### src/rtl/mulu_pkg.sv
package mulu_pkg;

    typedef enum logic [2:0] {
        OP_MUL32      = 3'd0,
        OP_MUL32_TRAP = 3'd1,
        OP_MUL64      = 3'd2,
        OP_MUL64_TRAP = 3'd3,
        OP_MULHU      = 3'd4
    } op_e;

    typedef enum logic [1:0] {
        PH_IDLE = 2'd0,
        PH_RUN  = 2'd1,
        PH_FIN  = 2'd2
    } phase_e;

    function automatic logic op_is_high(input logic [2:0] op);
        return op[2];
    endfunction

    function automatic logic op_is_long(input logic [2:0] op);
        return (op[2:1] == 2'b00);
    endfunction

    function automatic logic op_traps(input logic [2:0] op);
        return !op[2] && op[0];
    endfunction

endpackage

### src/rtl/mulu_prep.sv
module mulu_prep
    import mulu_pkg::*;
#(
    parameter int W  = 64,
    parameter int IW = 8
) (
    input  logic [2:0]    op,
    input  logic [W-1:0]  opnd_a,
    input  logic [W-1:0]  opnd_b,
    input  logic          imm_sel,
    input  logic [IW-1:0] imm,
    output logic [W-1:0]  mag_a,
    output logic [W-1:0]  mag_b,
    output logic          neg
);
    localparam int HW = W / 2;

    logic [W-1:0] b_src;
    logic [W-1:0] sa;
    logic [W-1:0] sb;

    always_comb begin
        b_src = imm_sel ? W'(imm) : opnd_b;
        if (op_is_long(op)) begin
            sa = {{HW{opnd_a[HW-1]}}, opnd_a[HW-1:0]};
            sb = {{HW{b_src[HW-1]}}, b_src[HW-1:0]};
        end else begin
            sa = opnd_a;
            sb = b_src;
        end
        if (op_is_high(op)) begin
            mag_a = opnd_a;
            mag_b = b_src;
            neg   = 1'b0;
        end else begin
            mag_a = sa[W-1] ? (~sa + 1'b1) : sa;
            mag_b = sb[W-1] ? (~sb + 1'b1) : sb;
            neg   = sa[W-1] ^ sb[W-1];
        end
    end
endmodule

### src/rtl/mulu_core.sv
module mulu_core
    import mulu_pkg::*;
#(
    parameter int W = 64
) (
    input  logic           clk,
    input  logic           rst_n,
    input  logic           start,
    input  logic [2:0]     op_i,
    input  logic [W-1:0]   mag_a,
    input  logic [W-1:0]   mag_b,
    input  logic           neg_i,
    output logic           busy,
    output logic           fin,
    output logic [2*W-1:0] prod,
    output logic [2:0]     op_o,
    output logic           neg_o
);
    localparam int CW = $clog2(W);

    typedef struct packed {
        phase_e        phase;
        logic [CW-1:0] cnt;
        logic [W-1:0]  hi;
        logic [W-1:0]  lo;
        logic [W-1:0]  mc;
        logic [2:0]    op;
        logic          neg;
    } core_st_t;

    core_st_t st_d, st_q;
    logic [W:0] sum;

    always_comb begin
        st_d = st_q;
        sum  = {1'b0, st_q.hi} + (st_q.lo[0] ? {1'b0, st_q.mc} : '0);
        unique case (st_q.phase)
            PH_IDLE: begin
                if (start) begin
                    st_d.phase = PH_RUN;
                    st_d.cnt   = '0;
                    st_d.hi    = '0;
                    st_d.lo    = mag_b;
                    st_d.mc    = mag_a;
                    st_d.op    = op_i;
                    st_d.neg   = neg_i;
                end
            end
            PH_RUN: begin
                st_d.hi  = sum[W:1];
                st_d.lo  = {sum[0], st_q.lo[W-1:1]};
                st_d.cnt = st_q.cnt + 1'b1;
                if (st_q.cnt == CW'(W - 1)) st_d.phase = PH_FIN;
            end
            PH_FIN:  st_d.phase = PH_IDLE;
            default: st_d.phase = PH_IDLE;
        endcase
    end

    always_ff @(posedge clk) begin
        if (!rst_n) st_q <= '{phase: PH_IDLE, default: '0};
        else        st_q <= st_d;
    end

    assign busy  = (st_q.phase != PH_IDLE);
    assign fin   = (st_q.phase == PH_FIN);
    assign prod  = {st_q.hi, st_q.lo};
    assign op_o  = st_q.op;
    assign neg_o = st_q.neg;
endmodule

### src/rtl/mulu_fin.sv
module mulu_fin
    import mulu_pkg::*;
#(
    parameter int W = 64
) (
    input  logic [2:0]     op,
    input  logic           neg,
    input  logic [2*W-1:0] prod,
    output logic [W-1:0]   res,
    output logic           ovf
);
    localparam int HW = W / 2;

    logic [2*W-1:0] sp;

    always_comb begin
        sp = neg ? (~prod + 1'b1) : prod;
        if (op_is_high(op)) begin
            res = prod[2*W-1:W];
            ovf = 1'b0;
        end else if (op_is_long(op)) begin
            res = {{HW{sp[HW-1]}}, sp[HW-1:0]};
            ovf = op_traps(op) && (sp[2*W-1:HW-1] != {(W+HW+1){sp[HW-1]}});
        end else begin
            res = sp[W-1:0];
            ovf = op_traps(op) && (sp[2*W-1:W-1] != {(W+1){sp[W-1]}});
        end
    end
endmodule

### src/rtl/mulu_top.sv
module mulu_top
    import mulu_pkg::*;
#(
    parameter int W  = 64,
    parameter int IW = 8
) (
    input  logic          clk,
    input  logic          rst_n,
    input  logic          start,
    input  logic [2:0]    op,
    input  logic [W-1:0]  opnd_a,
    input  logic [W-1:0]  opnd_b,
    input  logic          imm_sel,
    input  logic [IW-1:0] imm,
    output logic          busy,
    output logic          done,
    output logic [W-1:0]  result,
    output logic          ovf
);
    typedef struct packed {
        logic [W-1:0] res;
        logic         ovf;
        logic         done;
        logic [2:0]   op;
    } out_st_t;

    logic [W-1:0]   mag_a, mag_b;
    logic           neg_in, neg_run;
    logic           core_busy, core_fin;
    logic [2*W-1:0] prod;
    logic [2:0]     run_op;
    logic [W-1:0]   fin_res;
    logic           fin_ovf;
    logic [2:0]     done_op;

    out_st_t out_d, out_q;

    mulu_prep #(.W(W), .IW(IW)) u_prep (
        .op(op), .opnd_a(opnd_a), .opnd_b(opnd_b), .imm_sel(imm_sel), .imm(imm),
        .mag_a(mag_a), .mag_b(mag_b), .neg(neg_in)
    );

    mulu_core #(.W(W)) u_core (
        .clk(clk), .rst_n(rst_n), .start(start), .op_i(op),
        .mag_a(mag_a), .mag_b(mag_b), .neg_i(neg_in),
        .busy(core_busy), .fin(core_fin), .prod(prod), .op_o(run_op), .neg_o(neg_run)
    );

    mulu_fin #(.W(W)) u_fin (
        .op(run_op), .neg(neg_run), .prod(prod), .res(fin_res), .ovf(fin_ovf)
    );

    always_comb begin
        out_d      = out_q;
        out_d.done = core_fin;
        if (core_fin) begin
            out_d.res = fin_res;
            out_d.ovf = fin_ovf;
            out_d.op  = run_op;
        end
    end

    always_ff @(posedge clk) begin
        if (!rst_n) out_q <= '0;
        else        out_q <= out_d;
    end

    assign busy    = core_busy;
    assign done    = out_q.done;
    assign result  = out_q.res;
    assign ovf     = out_q.ovf;
    assign done_op = out_q.op;
endmodule

### config.mk
export PLATFORM = sky130hd
export DESIGN_NAME = mulu_top
export DESIGN_NICKNAME = d
export VERILOG_FILES = /design/src/rtl/mulu_pkg.sv /design/src/rtl/mulu_prep.sv /design/src/rtl/mulu_core.sv /design/src/rtl/mulu_fin.sv /design/src/rtl/mulu_top.sv
export SDC_FILE = /design/constraint.sdc
export NUM_CORES = 1
export LEC_CHECK = 0
export BUFFER_PORTS_ARGS = -buffer_cell sky130_fd_sc_hd__buf_2
export CAP_MARGIN = 20
export CELL_PAD_IN_SITES_DETAIL_PLACEMENT = 0
export CELL_PAD_IN_SITES_GLOBAL_PLACEMENT = 1
export CORE_ASPECT_RATIO = 1.4
export CORE_MARGIN = 4
export CORE_UTILIZATION = 35
export DETAILED_ROUTE_END_ITERATION = 8
export PLACE_DENSITY = 0.64
export SYNTH_ARGS = -nofsm -noshare
export SYNTH_HDL_FRONTEND = slang
export SYNTH_SLANG_ARGS = --single-unit
export TNS_END_PERCENT = 50
### constraint.sdc
create_clock -name clk -period 8.4 [get_ports clk]
set_input_delay 0.42 -clock clk [delete_from_list [all_inputs] [get_ports clk]]
set_output_delay 0.42 -clock clk [all_outputs]
set_load 0.02 [all_outputs]
# ---- Word level (Yosys, flattened, before mapping)
# Cells that the tools add are included.
dict set report totals {
  regBits 270
  inputBits 143
  out_inout_bits 67
  elab_cells 56
}
dict set report op_classes {
  addsub 5
  n_eq_ne 7
  n_mux 18
  n_bitwise 4
  n_reduce_logical 12
}
# operator n
set ops {}
lappend ops {{two-way mux 64 bit} 10}
lappend ops {{one-hot mux 134 bit (2 select lines)} 1}
lappend ops {{two-way mux 204 bit} 1}
lappend ops {{adder 128 x 1 -> 128 bit, second input constant} 1}
lappend ops {{adder 64 x 1 -> 64 bit, second input constant} 2}
lappend ops {{two-way mux 128 bit} 1}
lappend ops {{NOT 128 bit} 1}
lappend ops {{NOT 64 bit} 2}
lappend ops {{inequality test 96 bit} 1}
lappend ops {{adder 64 x 65 -> 65 bit} 1}
lappend ops {{inequality test 64 bit} 1}
lappend ops {{adder 6 x 1 -> 6 bit, second input constant} 1}
lappend ops {{equality test 6 bit, second input constant} 1}
lappend ops {{zero test 2 bit} 3}
lappend ops {{AND reduction 2 bit} 3}
lappend ops {{one-hot mux 2 bit (2 select lines)} 1}
lappend ops {{nonzero test 2 bit} 2}
lappend ops {{logical AND 1 bit} 3}
lappend ops {{two-way mux 1 bit} 3}
lappend ops {{equality test 2 x 1 -> 1 bit, second input constant} 1}
lappend ops {{equality test 2 bit, second input constant} 1}
lappend ops {{two-way mux 2 bit} 1}
lappend ops {{inequality test 2 x 1 -> 1 bit, second input constant} 1}
lappend ops {{inequality test 2 bit, second input constant} 1}
lappend ops {{other kinds (2)} 2}

# ---- Longest topological paths before layout
# Gate-level depths: netlist of run 1.
dict set report depth {
  depth_word 8
  ltp_mapped 18
}

# ---- Cells and area by module
# Synthesis of run 1 repeated with hierarchy kept, for this count alone.
dict set report unflattened {
  hier_cells 3587
  area_unflattened_um2 26250.2
}
# module instances cells_each area_each_um2
set modules_own_cells {}
lappend modules_own_cells {mulu_core 1 1602 12580.8}
lappend modules_own_cells {mulu_fin 1 911 5860.6}
lappend modules_own_cells {mulu_prep 1 862 5273.8}
lappend modules_own_cells {mulu_top 1 212 2534.9}

# ---- Worst setup path after synthesis of run 1
# OpenSTA, ideal clock, no wires.
dict set report synth_timing {
  path_type {input to register}
  start {in imm_sel}
  end {reg u_core.st_q (netlist bit u_core.prod[56])}
  setup_time_ps 70
  t_arrival_ps 4318
  required_ps 8330
  setup_slack_ps 4012
  path_stages 18
  cell_sequence {clkbuf_1 > clkbuf_1 > buf_1 > clkbuf_1 > clkbuf_1 > clkbuf_1 > mux2i_1 > ha_1 > o21ai_0 > nor3_1 > nand3_1 > o21bai_1 > nor3_1 > a21oi_1 > mux2i_1 > o21ai_0 > nand2_1 > a21oi_1}
}
dict set report synth_via {
  elab_chain_cells 8
}
# element line_no
set synth_lines {}
lappend synth_lines {{from (decl)} mulu_top.sv:13} ;# input logic imm_sel,
lappend synth_lines {{two-way mux 64 bit (*)} mulu_prep.sv:23} ;# b_src = imm_sel ? W'(imm) : opnd_b;
lappend synth_lines {{two-way mux 64 bit} mulu_prep.sv:24} ;# if (op_is_long(op)) begin
lappend synth_lines {{NOT 64 bit} mulu_prep.sv:37} ;# mag_b = sb[W-1] ? (~sb + 1'b1) : sb;
lappend synth_lines {{adder 64 x 1 -> 64 bit} mulu_prep.sv:37}
lappend synth_lines {{two-way mux 64 bit} mulu_prep.sv:37}
lappend synth_lines {{two-way mux 64 bit (*)} mulu_prep.sv:31} ;# if (op_is_high(op)) begin
lappend synth_lines {{two-way mux 204 bit (*)} mulu_core.sv:39} ;# if (start) begin
lappend synth_lines {{one-hot mux 134 bit (2 select lines) (*)} mulu_core.sv:37} ;# unique case (st_q.phase)
lappend synth_lines {{to (signal assigned)} mulu_core.sv:62} ;# else st_q <= st_d;
lappend synth_lines {{to (decl)} mulu_core.sv:31} ;# core_st_t st_d, st_q;
# Mark *: on every way between the ends. The rest lies on a longest branch, timed or not. The select of a mux whose other input is x is not followed.
# A chain may end at the register's enable or synchronous reset.

# ---- Worst setup path in the final report of run 1
dict set report layout_timing {
  start {reg u_core.st_q (netlist bit u_core.prod[19])}
  end {reg out_q (netlist bit ovf)}
}
dict set report layout_via {
  elab_chain_cells 7
  elab_cells_between_ends 9
}
# element line_no
set layout_lines {}
lappend layout_lines {{NOT 128 bit (*)} mulu_fin.sv:17} ;# sp = neg ? (~prod + 1'b1) : prod;
lappend layout_lines {{adder 128 x 1 -> 128 bit (*)} mulu_fin.sv:17}
lappend layout_lines {{two-way mux 128 bit (*)} mulu_fin.sv:17}
lappend layout_lines {{inequality test 96 bit / inequality test 64 bit (equally long branches)} {mulu_fin.sv:23, mulu_fin.sv:26}}
lappend layout_lines {{logical AND 1 bit (on tied branches)} {mulu_fin.sv:23, mulu_fin.sv:26}}
lappend layout_lines {{two-way mux 1 bit (*)} mulu_fin.sv:21} ;# end else if (op_is_long(op)) begin
lappend layout_lines {{two-way mux 1 bit (*)} mulu_fin.sv:18} ;# if (op_is_high(op)) begin
lappend layout_lines {{to (signal assigned)} mulu_top.sv:65} ;# else out_q <= out_d;
lappend layout_lines {{to (decl)} mulu_top.sv:36} ;# out_st_t out_d, out_q;
# Mark *: on every way between the ends. The rest lies on a longest branch, timed or not.

==> flow_metrics.py, run 1 <==
metrics = {
    "floorplan": {
        "die_w_um": 230,
        "coreArea_um2": 68300,
        "initial_utilization_pct": 35.5,
        "rows": 113,
        "die_area_um2": 73600,
        "io_pins": 210,
        "die_h_um": 319,
    },
    "synthesis": {
        "synth_edf_count": 0,
        "ys_ff_latch": 270,
        "yosysSeqAreaShare_pct": 22.3,
        "synth_area_um2": 24200,
        "synth_area_leaders": "dfxtp_1 (22%), nand2_1 (6.1%), nor2_1 (5.3%), a21oi_1 (5.3%), o21ai_0 (4.6%)",
        "syn-instance-count": 3471,
        "synth_mux_area_share_pct": 2.37,
        "synth-warning-count": 0,
        "synth_fa_ha_area_share_pct": 3.59,
        "synth-simple-area-share_pct": 30.6,
        "synth_compound_area_share_pct": 28.2,
        "synth.most_common_cell": "nand2_1",
        "synthXorXnorAreaFrac_pct": 7.66,
        "synth_nets": 3683,
        "synth.cells.most_frequent": "nand2_1 (394), nor2_1 (344), dfxtp_1 (270)",
        "ys_types": 83,
        "yosys.area.top_type_share_pct": 22.3,
        "synth_top_area_cell": "dfxtp_1",
        "synthArstFlopShare_pct": 0,
        "synth_top_family_by_area": "simple AND/OR/NAND/NOR gates",
        "avgSynthCellArea_um2": 6.98,
        "synth_ff_type": "dfxtp_1",
    },
    "layout": {
        "nets": 3702,
        "final_area_um2": 26900,
        "regArea_um2": 5410,
        "multiInputGateArea_um2": 17600,
        "drive_gt1_share_pct": 11.6,
        "syn2layout_area_growth_pct": 10.8,
        "fillers": 7297,
    },
    "detailed_routing": {
        "drt_iter0_drc": 2650,
        "drcViolationCount": 0,
        "wirelength_um": 122000,
        "detail_route.wl_per_cell_um": 27.4,
        "ant_nets": 0,
        "viasPerCell": 6.26,
        "num_vias": 27700,
        "drt_pass1_iterations": 6,
    },
    "global_route": {
        "grt_antenna_before_repair": 4,
        "grt_max_degree": 101,
        "grt_pass1_vias": 26000,
        "grt-ovfl-total": 0,
        "grt_pass1_wl_um": 177000,
        "grt_usage_pct": 31.3,
    },
    "sta": {
        "setup_viol": 0,
        "fin_crit_sh_pct": 63.0,
        "min_period_ps": 5290,
        "tightestPinTransition_ps": 1130,
        "fin_setup_tns_ps": 0,
        "max_freq_ghz": 0.189,
        "drv_slew": 0,
        "clock_skew_ps": 14.9,
        "hold_violations": 0,
        "slew_headroom_pct": 22.9,
        "holdWs_ps": 79.6,
        "rsz0062_at_grt": "no",
        "fin_ws_ps": 3110,
    },
    "placement": {
        "placed_cell_area_um2": 25900,
        "dp_hpwl_um": 94100,
        "place_congestion": 1.07,
        "portBuffers": 209,
        "dp_slack_ps": 3280,
    },
    "clock_tree": {
        "numCtsBuffers": 29,
        "cts.htree.levels": 1,
        "cts_setup_buffers": 0,
        "cts_hold_buf": 0,
        "clock_tree.root_cell": "clkbuf_16",
        "clock_sinks": 270,
        "clockBufferDepth": 3,
        "cts_resized": 0,
        "clkTransAtPathRegs_ps": 70,
        "clock_latency_ps": 610,
        "cts_tree": "done",
    },
    "job": {
        "maxCapViolCount": 0,
    },
    "min_path": {
        "min-delay-path-class": "primary input to register",
        "hold_depth": 3,
    },
    "power": {
        "p_leak_nw": 10.1,
        "max-vdd-ir-drop_v": 0.000140,
        "p_total_mw": 3.90,
        "cellPowerDensity_nw_per_um2": 145,
    },
    "critical_path": {
        "end_kind": "register",
        "path_class": "register to register",
        "worstPathRequired_ps": 8900,
        "path_max_fanout": 10,
        "startpoint_type": "register",
        "cp.arrival_ps": 5790,
        "r2r_cells": 12,
    },
    "outcome": {
        "status": "complete, no violations",
    },
}
==> metal layers <==
layer | global-route usage [%] | wire (um) | up-vias
li1 | - | - | 12900
met1 | 40.9 | 51200 | 13400
met2 | 50.6 | 55200 | 1130
met3 | 4.21 | 7830 | 278
met4 | 15.7 | 7360 | 0
met5 | 0 | 0 | -
==> through the flow <==
| stage | cells | utilization [%] |
|---|---|---|
| global route | 4433 | 39.3 |
| detailed placement | 4379 | 37.9 |
| floorplan | 3471 | - |
| finish | 4434 | 39.3 |
| CTS | 4433 | 39.3 |
| global placement | 4378 | 37.9 |
==> placed cells by master, fill, tap and decap left out, types with 55 or more instances in the layout <==
cell type / synthesis / routed
and2_1: 81 / 80
buf_4: 0 / 64
xor2_1: 119 / 119
o21ai_0: 225 / 225
xnor2_1: 93 / 93
nor3_1: 168 / 167
nand3_1: 107 / 107
buf_2: 5 / 208
a22oi_1: 57 / 57
o31ai_1: 60 / 60
dfxtp_1: 270 / 267
nor4_1: 70 / 70
nand4_1: 55 / 55
a21oi_1: 257 / 257
nand2_1: 394 / 393
a211oi_1: 86 / 86
nor2_1: 344 / 341
ha_1: 68 / 68
==> registers in the layout (all words and copies together) (netlist names) <==
register and flops:
u_core.neg_o 1, result 64, done 1, ovf 1
u_core.op_o 3, u_core.prod 128, u_core.st_q 72
==> where the power goes <==
part | switching, mW | internal [mW] | total [mW] | leakage, nW
Combinational | 0.795 | 0.334 | 1.13 | 7.47
Sequential | 0.0741 | 1.33 | 1.41 | 2.20
Clock | 0.589 | 0.781 | 1.37 | 0.479
Total | 1.46 | 2.45 | 3.90 | 10.1
==> worst max-delay path, cell delays in order, from the launching register on <==
cell	delay, ps
dfxtp_1	380
nor4_1	830
nand4_1	570
nor3_2	290
buf_4	240
a31oi_1	110
a2111oi_0	970
o2111ai_1	300
or4_1	620
nor4_2	300
o211ai_1	130
and4_1	170
o31a_1	280
==> final timing paths <==
kind / startpoint / end / slack [ps]
min reg2reg: result[11] / result[11] / 450
min: op[0] / u_core.op_o[0] / 80
max reg2reg: u_core.prod[19] / ovf / 3110
max: u_core.prod[19] / ovf / 3110
==> kinds of logic (layout without fill, tap and decap cells) <==
family	Yosys count	count (layout)
multiplexers	54	54
AO/OA/AOI/OAI	1037	1037
adder cells (fa/ha/maj)	69	69
buffers and inverters	329	371
flip-flops	270	270
AND/OR/NAND/NOR	1500	1500
other	0	1
XOR/XNOR	212	212
==> layout make-up <==
cell class	instances	share of cell area, %
sequential	270	20.2
clock buffer	36	2.91
timing repair buffer	273	5.70
multi-input combinational	2872	65.6
inverter	44	0.634
antenna	1	0.00932
tap	920	4.29
clock inverter	18	0.736
No activity file was read; power rests on OpenSTA's default activity.
==> inputs of run 2 (changes only) <==
==> constraint.sdc (replaced) <==
create_clock -name clk -period 5.2 [get_ports clk]
set_input_delay 0.26 -clock clk [delete_from_list [all_inputs] [get_ports clk]]
set_output_delay 0.26 -clock clk [all_outputs]
set_load 0.02 [all_outputs]
==> flow_metrics.py, run 2 (synthesized netlist as in run 1, its figures left out) <==
metrics = {
    "power": {
        "p_total_mw": 6.43,
        "cellPowerDensity_nw_per_um2": 231,
        "max-vdd-ir-drop_v": 0.000210,
        "p_leak_nw": 10.8,
    },
    "min_path": {
        "min-delay-path-class": "primary input to register",
    },
    "layout": {
        "nets": 3828,
        "final_common_cell": "nand2_1",
        "final_area_um2": 27900,
        "mostFrequentLayoutCells": "nand2_1 (393), nor2_1 (342), dfxtp_1 (267)",
        "fillers": 7325,
        "drive_gt1_share_pct": 14.3,
        "largest_reg_flops": 128,
        "syn2layout_area_growth_pct": 15.1,
    },
    "job": {
        "maxCapViolCount": 0,
    },
    "clock_tree": {
        "cts_hold_buf": 19,
        "cts_tree": "done",
        "clockBufferDepth": 3,
        "numCtsBuffers": 29,
        "cts_resized": 0,
        "cts_setup_buffers": 0,
        "clock_tree.root_cell": "clkbuf_16",
        "clock_sinks": 270,
        "clock_latency_ps": 600,
        "cts.htree.levels": 1,
        "clkTransAtPathRegs_ps": 70,
    },
    "global_route": {
        "grt_pass1_wl_um": 181000,
        "grt_usage_pct": 32.3,
        "grt-ovfl-total": 0,
        "grt_antenna_before_repair": 1,
        "grt_max_degree": 91,
        "grt_pass1_vias": 26600,
    },
    "detailed_routing": {
        "num_vias": 28300,
        "detail_route.wl_per_cell_um": 27.4,
        "viasPerCell": 6.21,
        "drcViolationCount": 0,
        "dr.max_layer_used": "met4",
        "drt_iter0_drc": 2781,
        "wl_met1_um": 51700,
        "wl_met2_um": 58600,
        "wirelength_um": 125000,
        "drt_pass1_iterations": 5,
        "met3_length_um": 7650,
        "ant_nets": 0,
    },
    "sta": {
        "clock_skew_ps": 25.4,
        "hold_violations": 0,
        "setup_viol": 0,
        "slew_headroom_pct": 33.9,
        "fin_crit_sh_pct": 95.5,
        "fin_ws_ps": 234,
        "min_period_ps": 4970,
        "fin_setup_tns_ps": 0,
        "rsz0062_at_grt": "no",
        "tightestPinTransition_ps": 982,
        "max_freq_ghz": 0.201,
        "drv_slew": 0,
    },
    "critical_path": {
        "path_cells": "or4_4 > or4b_4 > buf_4 > or4_1 > buf_4 > nor2_1 > a311o_1 > nor3b_1 > o2111ai_1 > nor3_1 > nand4b_1 > and4_1 > o31a_1",
        "crit_buf_inv": 2,
        "path_common_cell": "buf_4",
        "slowest_delay_ps": 690,
        "slowest_stage": "or4_1",
        "cp.arrival_ps": 5440,
        "path_max_fanout": 12,
        "worstPathRequired_ps": 5670,
        "startpoint_type": "register",
        "cp_top_family": "simple AND/OR/NAND/NOR gates",
        "end_kind": "register",
        "path_class": "register to register",
    },
    "placement": {
        "place_congestion": 1.02,
        "dp_hpwl_um": 99800,
        "portBuffers": 209,
        "placed_cell_area_um2": 26700,
        "dp_slack_ps": 228,
    },
    "floorplan": {
        "die_w_um": 230,
        "io_pins": 210,
        "initial_utilization_pct": 35.5,
        "die_h_um": 319,
        "rows": 113,
        "coreArea_um2": 68300,
        "die_area_um2": 73600,
    },
    "outcome": {
        "status": "complete, no violations",
    },
}
==> run 2: worst paths after layout <==
kind / slack, ps / to / from / cells after the start
max reg2reg: 230 / ovf / u_core.prod[5] / 13
min: 20 / u_core.prod[46] / opnd_b[46] / 3
min reg2reg: 450 / result[21] / result[21] / 2
max: 230 / ovf / u_core.prod[5] / 13
==> run 2: report_power, final <==
group,internal [mW],switching (mW)
logic,0.635,1.32
clock network,1.27,0.932
registers,2.15,0.123
==> run 2: stage by stage <==
stage / util [%] / hold slack [ps] / cells
final: 40.8 / 24.1 / 4559
after CTS: 40.8 / 0.135 / 4557
after global placement: 39.1 / 439 / 4484
after floorplan: - / 396 / 3471
after detailed placement: 39.1 / 443 / 4485
after global routing: 40.8 / 41.1 / 4558
==> run 2: final cells by class <==
cell class / instances / area, um^2 / area share, %
well taps: 920 / 1150 / 4.13
multi-input cells: 2872 / 17600 / 63.2
flip-flops and latches: 270 / 5410 / 19.4
clock buffers: 40 / 837 / 3.00
inverters: 44 / 170 / 0.610
diodes: 1 / 2.50 / 0.00897
repair buffers: 399 / 2540 / 9.11
clock inverters: 13 / 159 / 0.570
==> run 2: per-layer routing <==
layer,up-vias,GRT usage [%]
li1,13200,-
met1,13700,41.3
met2,1219,54.4
met3,228,3.20
met4,0,15.4
met5,-,0
==> run 2: tightest hold or removal path, delay by kind of cell <==
kind	cells	cell delay, ps
buffers and inverters	1	130
AOI/OAI and AO/OA	2	160
==> inputs of run 3 (changes only) <==
==> constraint.sdc (replaced) <==
create_clock -name clk -period 5.1 [get_ports clk]
set_input_delay 0.255 -clock clk [delete_from_list [all_inputs] [get_ports clk]]
set_output_delay 0.255 -clock clk [all_outputs]
set_load 0.02 [all_outputs]
==> flow_metrics.py, run 3 (synthesized netlist as in run 1, its figures left out) <==
metrics = {
    "clock_tree": {
        "clock_sinks": 270,
        "cts_tree": "done",
        "clock_latency_ps": 630,
        "clock_tree.root_cell": "clkbuf_16",
        "clockBufferDepth": 3,
        "clkTransAtPathRegs_ps": 70,
        "numCtsBuffers": 29,
        "cts_setup_buffers": 0,
        "cts.htree.levels": 1,
    },
    "sta": {
        "hold_violations": 0,
        "fin_crit_sh_pct": 96.3,
        "fin_ws_ps": 188,
        "rsz0062_at_grt": "no",
        "fin_setup_tns_ps": 0,
        "clock_skew_ps": 29.5,
        "slew_headroom_pct": 34.8,
        "setup_viol": 0,
        "holdWs_ps": 37.8,
        "min_period_ps": 4910,
        "max_freq_ghz": 0.204,
        "tightestPinTransition_ps": 977,
        "drv_slew": 0,
    },
    "placement": {
        "dp_hpwl_um": 99600,
        "place_congestion": 1.02,
        "dp_slack_ps": 275,
        "portBuffers": 209,
        "dp.cells": 4508,
    },
    "min_path": {
        "min-delay-path-class": "primary input to register",
        "hold_depth": 3,
    },
    "detailed_routing": {
        "viasPerCell": 6.12,
        "drcViolationCount": 0,
        "drt_iter0_drc": 2450,
        "wl_met2_um": 57200,
        "met3_length_um": 7810,
        "detail_route.wl_per_cell_um": 27.2,
        "ant_nets": 0,
        "dr.max_layer_used": "met4",
        "wirelength_um": 125000,
        "drt_pass1_iterations": 6,
        "wl_met1_um": 51800,
        "num_vias": 28200,
    },
    "critical_path": {
        "r2r_cells": 12,
        "slowest_delay_ps": 780,
        "startpoint_type": "register",
        "r2r_setup_slack_ps": 190,
        "path_cells": "or4_4 > or4b_4 > or4_1 > o41ai_1 > xor2_1 > a211oi_1 > a22oi_1 > a221oi_1 > buf_4 > o211ai_1 > and4_1 > o31a_1",
        "endpoint": "ovf",
        "path_class": "register to register",
        "r2r-end": "ovf",
        "startpoint": "u_core.prod[5]",
        "cp_top_family": "simple AND/OR/NAND/NOR gates",
        "worstSetupPathDepth": 12,
        "crit_buf_inv": 1,
        "worstPathRequired_ps": 5600,
        "slowest_stage": "or4_1",
        "cp.arrival_ps": 5410,
        "path_max_fanout": 15,
        "timing.rr.start": "u_core.prod[5]",
        "end_kind": "register",
    },
    "floorplan": {
        "die_w_um": 230,
        "initial_utilization_pct": 35.5,
        "die_area_um2": 73600,
        "io_pins": 210,
        "die_h_um": 319,
        "coreArea_um2": 68300,
        "rows": 113,
    },
    "power": {
        "max-vdd-ir-drop_v": 0.000202,
        "p_leak_nw": 11.0,
        "cellPowerDensity_nw_per_um2": 233,
    },
    "layout": {
        "diodes": 0,
        "nets": 3871,
        "instances_no_fill": 4601,
        "fin_util_pct": 41.4,
        "drive_gt1_share_pct": 14.7,
        "mostFrequentLayoutCells": "nand2_1 (393), nor2_1 (342), dfxtp_1 (267)",
        "syn2layout_area_growth_pct": 16.7,
        "final_common_cell": "nand2_1",
        "largest_reg_flops": 128,
    },
    "global_route": {
        "grt_pass1_wl_um": 181000,
        "grt_antenna_before_repair": 0,
        "grt_max_degree": 123,
        "grt-ovfl-total": 0,
        "grt_pass1_vias": 26700,
        "grt_usage_pct": 32.3,
    },
    "outcome": {
        "status": "complete, no violations",
    },
    "job": {
        "maxCapViolCount": 0,
    },
}
-- run 3: routing by layer --
| layer | vias up | global-route usage [%] |
|---|---|---|
| li1 | 13300 | - |
| met1 | 13500 | 40.9 |
| met2 | 1124 | 52.8 |
| met3 | 250 | 4.50 |
| met4 | 0 | 18.0 |
| met5 | - | 0 |
-- run 3: worst reg2reg max path: stages, from the launching register on --
cell and delay (ps):
dfxtp_1 380, or4_4 600, or4b_4 630, or4_1 790, o41ai_1 480, xor2_1 210, a211oi_1 530, a22oi_1 180
a221oi_1 260, buf_4 160, o211ai_1 80, and4_1 200, o31a_1 290
-- run 3: how the worst min path moves through the flow --
| stage | start | endpoint | slack (ps) |
|---|---|---|---|
| CTS | opnd_a[42] | u_core.st_q[46] | 0.1 |
| global placement | result[10] | result[10] | 440 |
| global route | opnd_b[61] | u_core.prod[61] | 30 |
| detailed placement | result[10] | result[10] | 450 |
| floorplan | op[0] | u_core.op_o[0] | 390 |
| finish | opnd_a[34] | u_core.st_q[38] | 40 |
-- run 3: what timing repair did --
item                                   in CTS  in global routing
resized for setup                           0                  0
hold buffers                               39                  0
endpoints found under the hold margin      40                  0
-- run 3: final cells by class --
class / instances / area, um^2
fillers: 7325 / 40000
clock inverters: 13 / 169
repair buffers: 442 / 2940
well taps: 920 / 1150
multi-input cells: 2872 / 17600
flip-flops and latches: 270 / 5410
inverters: 44 / 170
clock buffers: 40 / 837
-- run 3: where the power goes --
part,switching [mW],leakage [nW],internal [mW]
Clock,0.958,0.485,1.30
Combinational,1.36,8.30,0.674
Sequential,0.108,2.20,2.19
-- run 3: metrics by stage --
| stage | total power [mW] | instance area [um^2] |
|---|---|---|
| final | 6.60 | 28300 |
| after global routing | 6.86 | 28300 |
| after CTS | 6.61 | 28300 |
| after detailed placement | 4.31 | 26900 |
| after global placement | 4.31 | 26900 |
| after floorplan | 3.45 | 24200 |
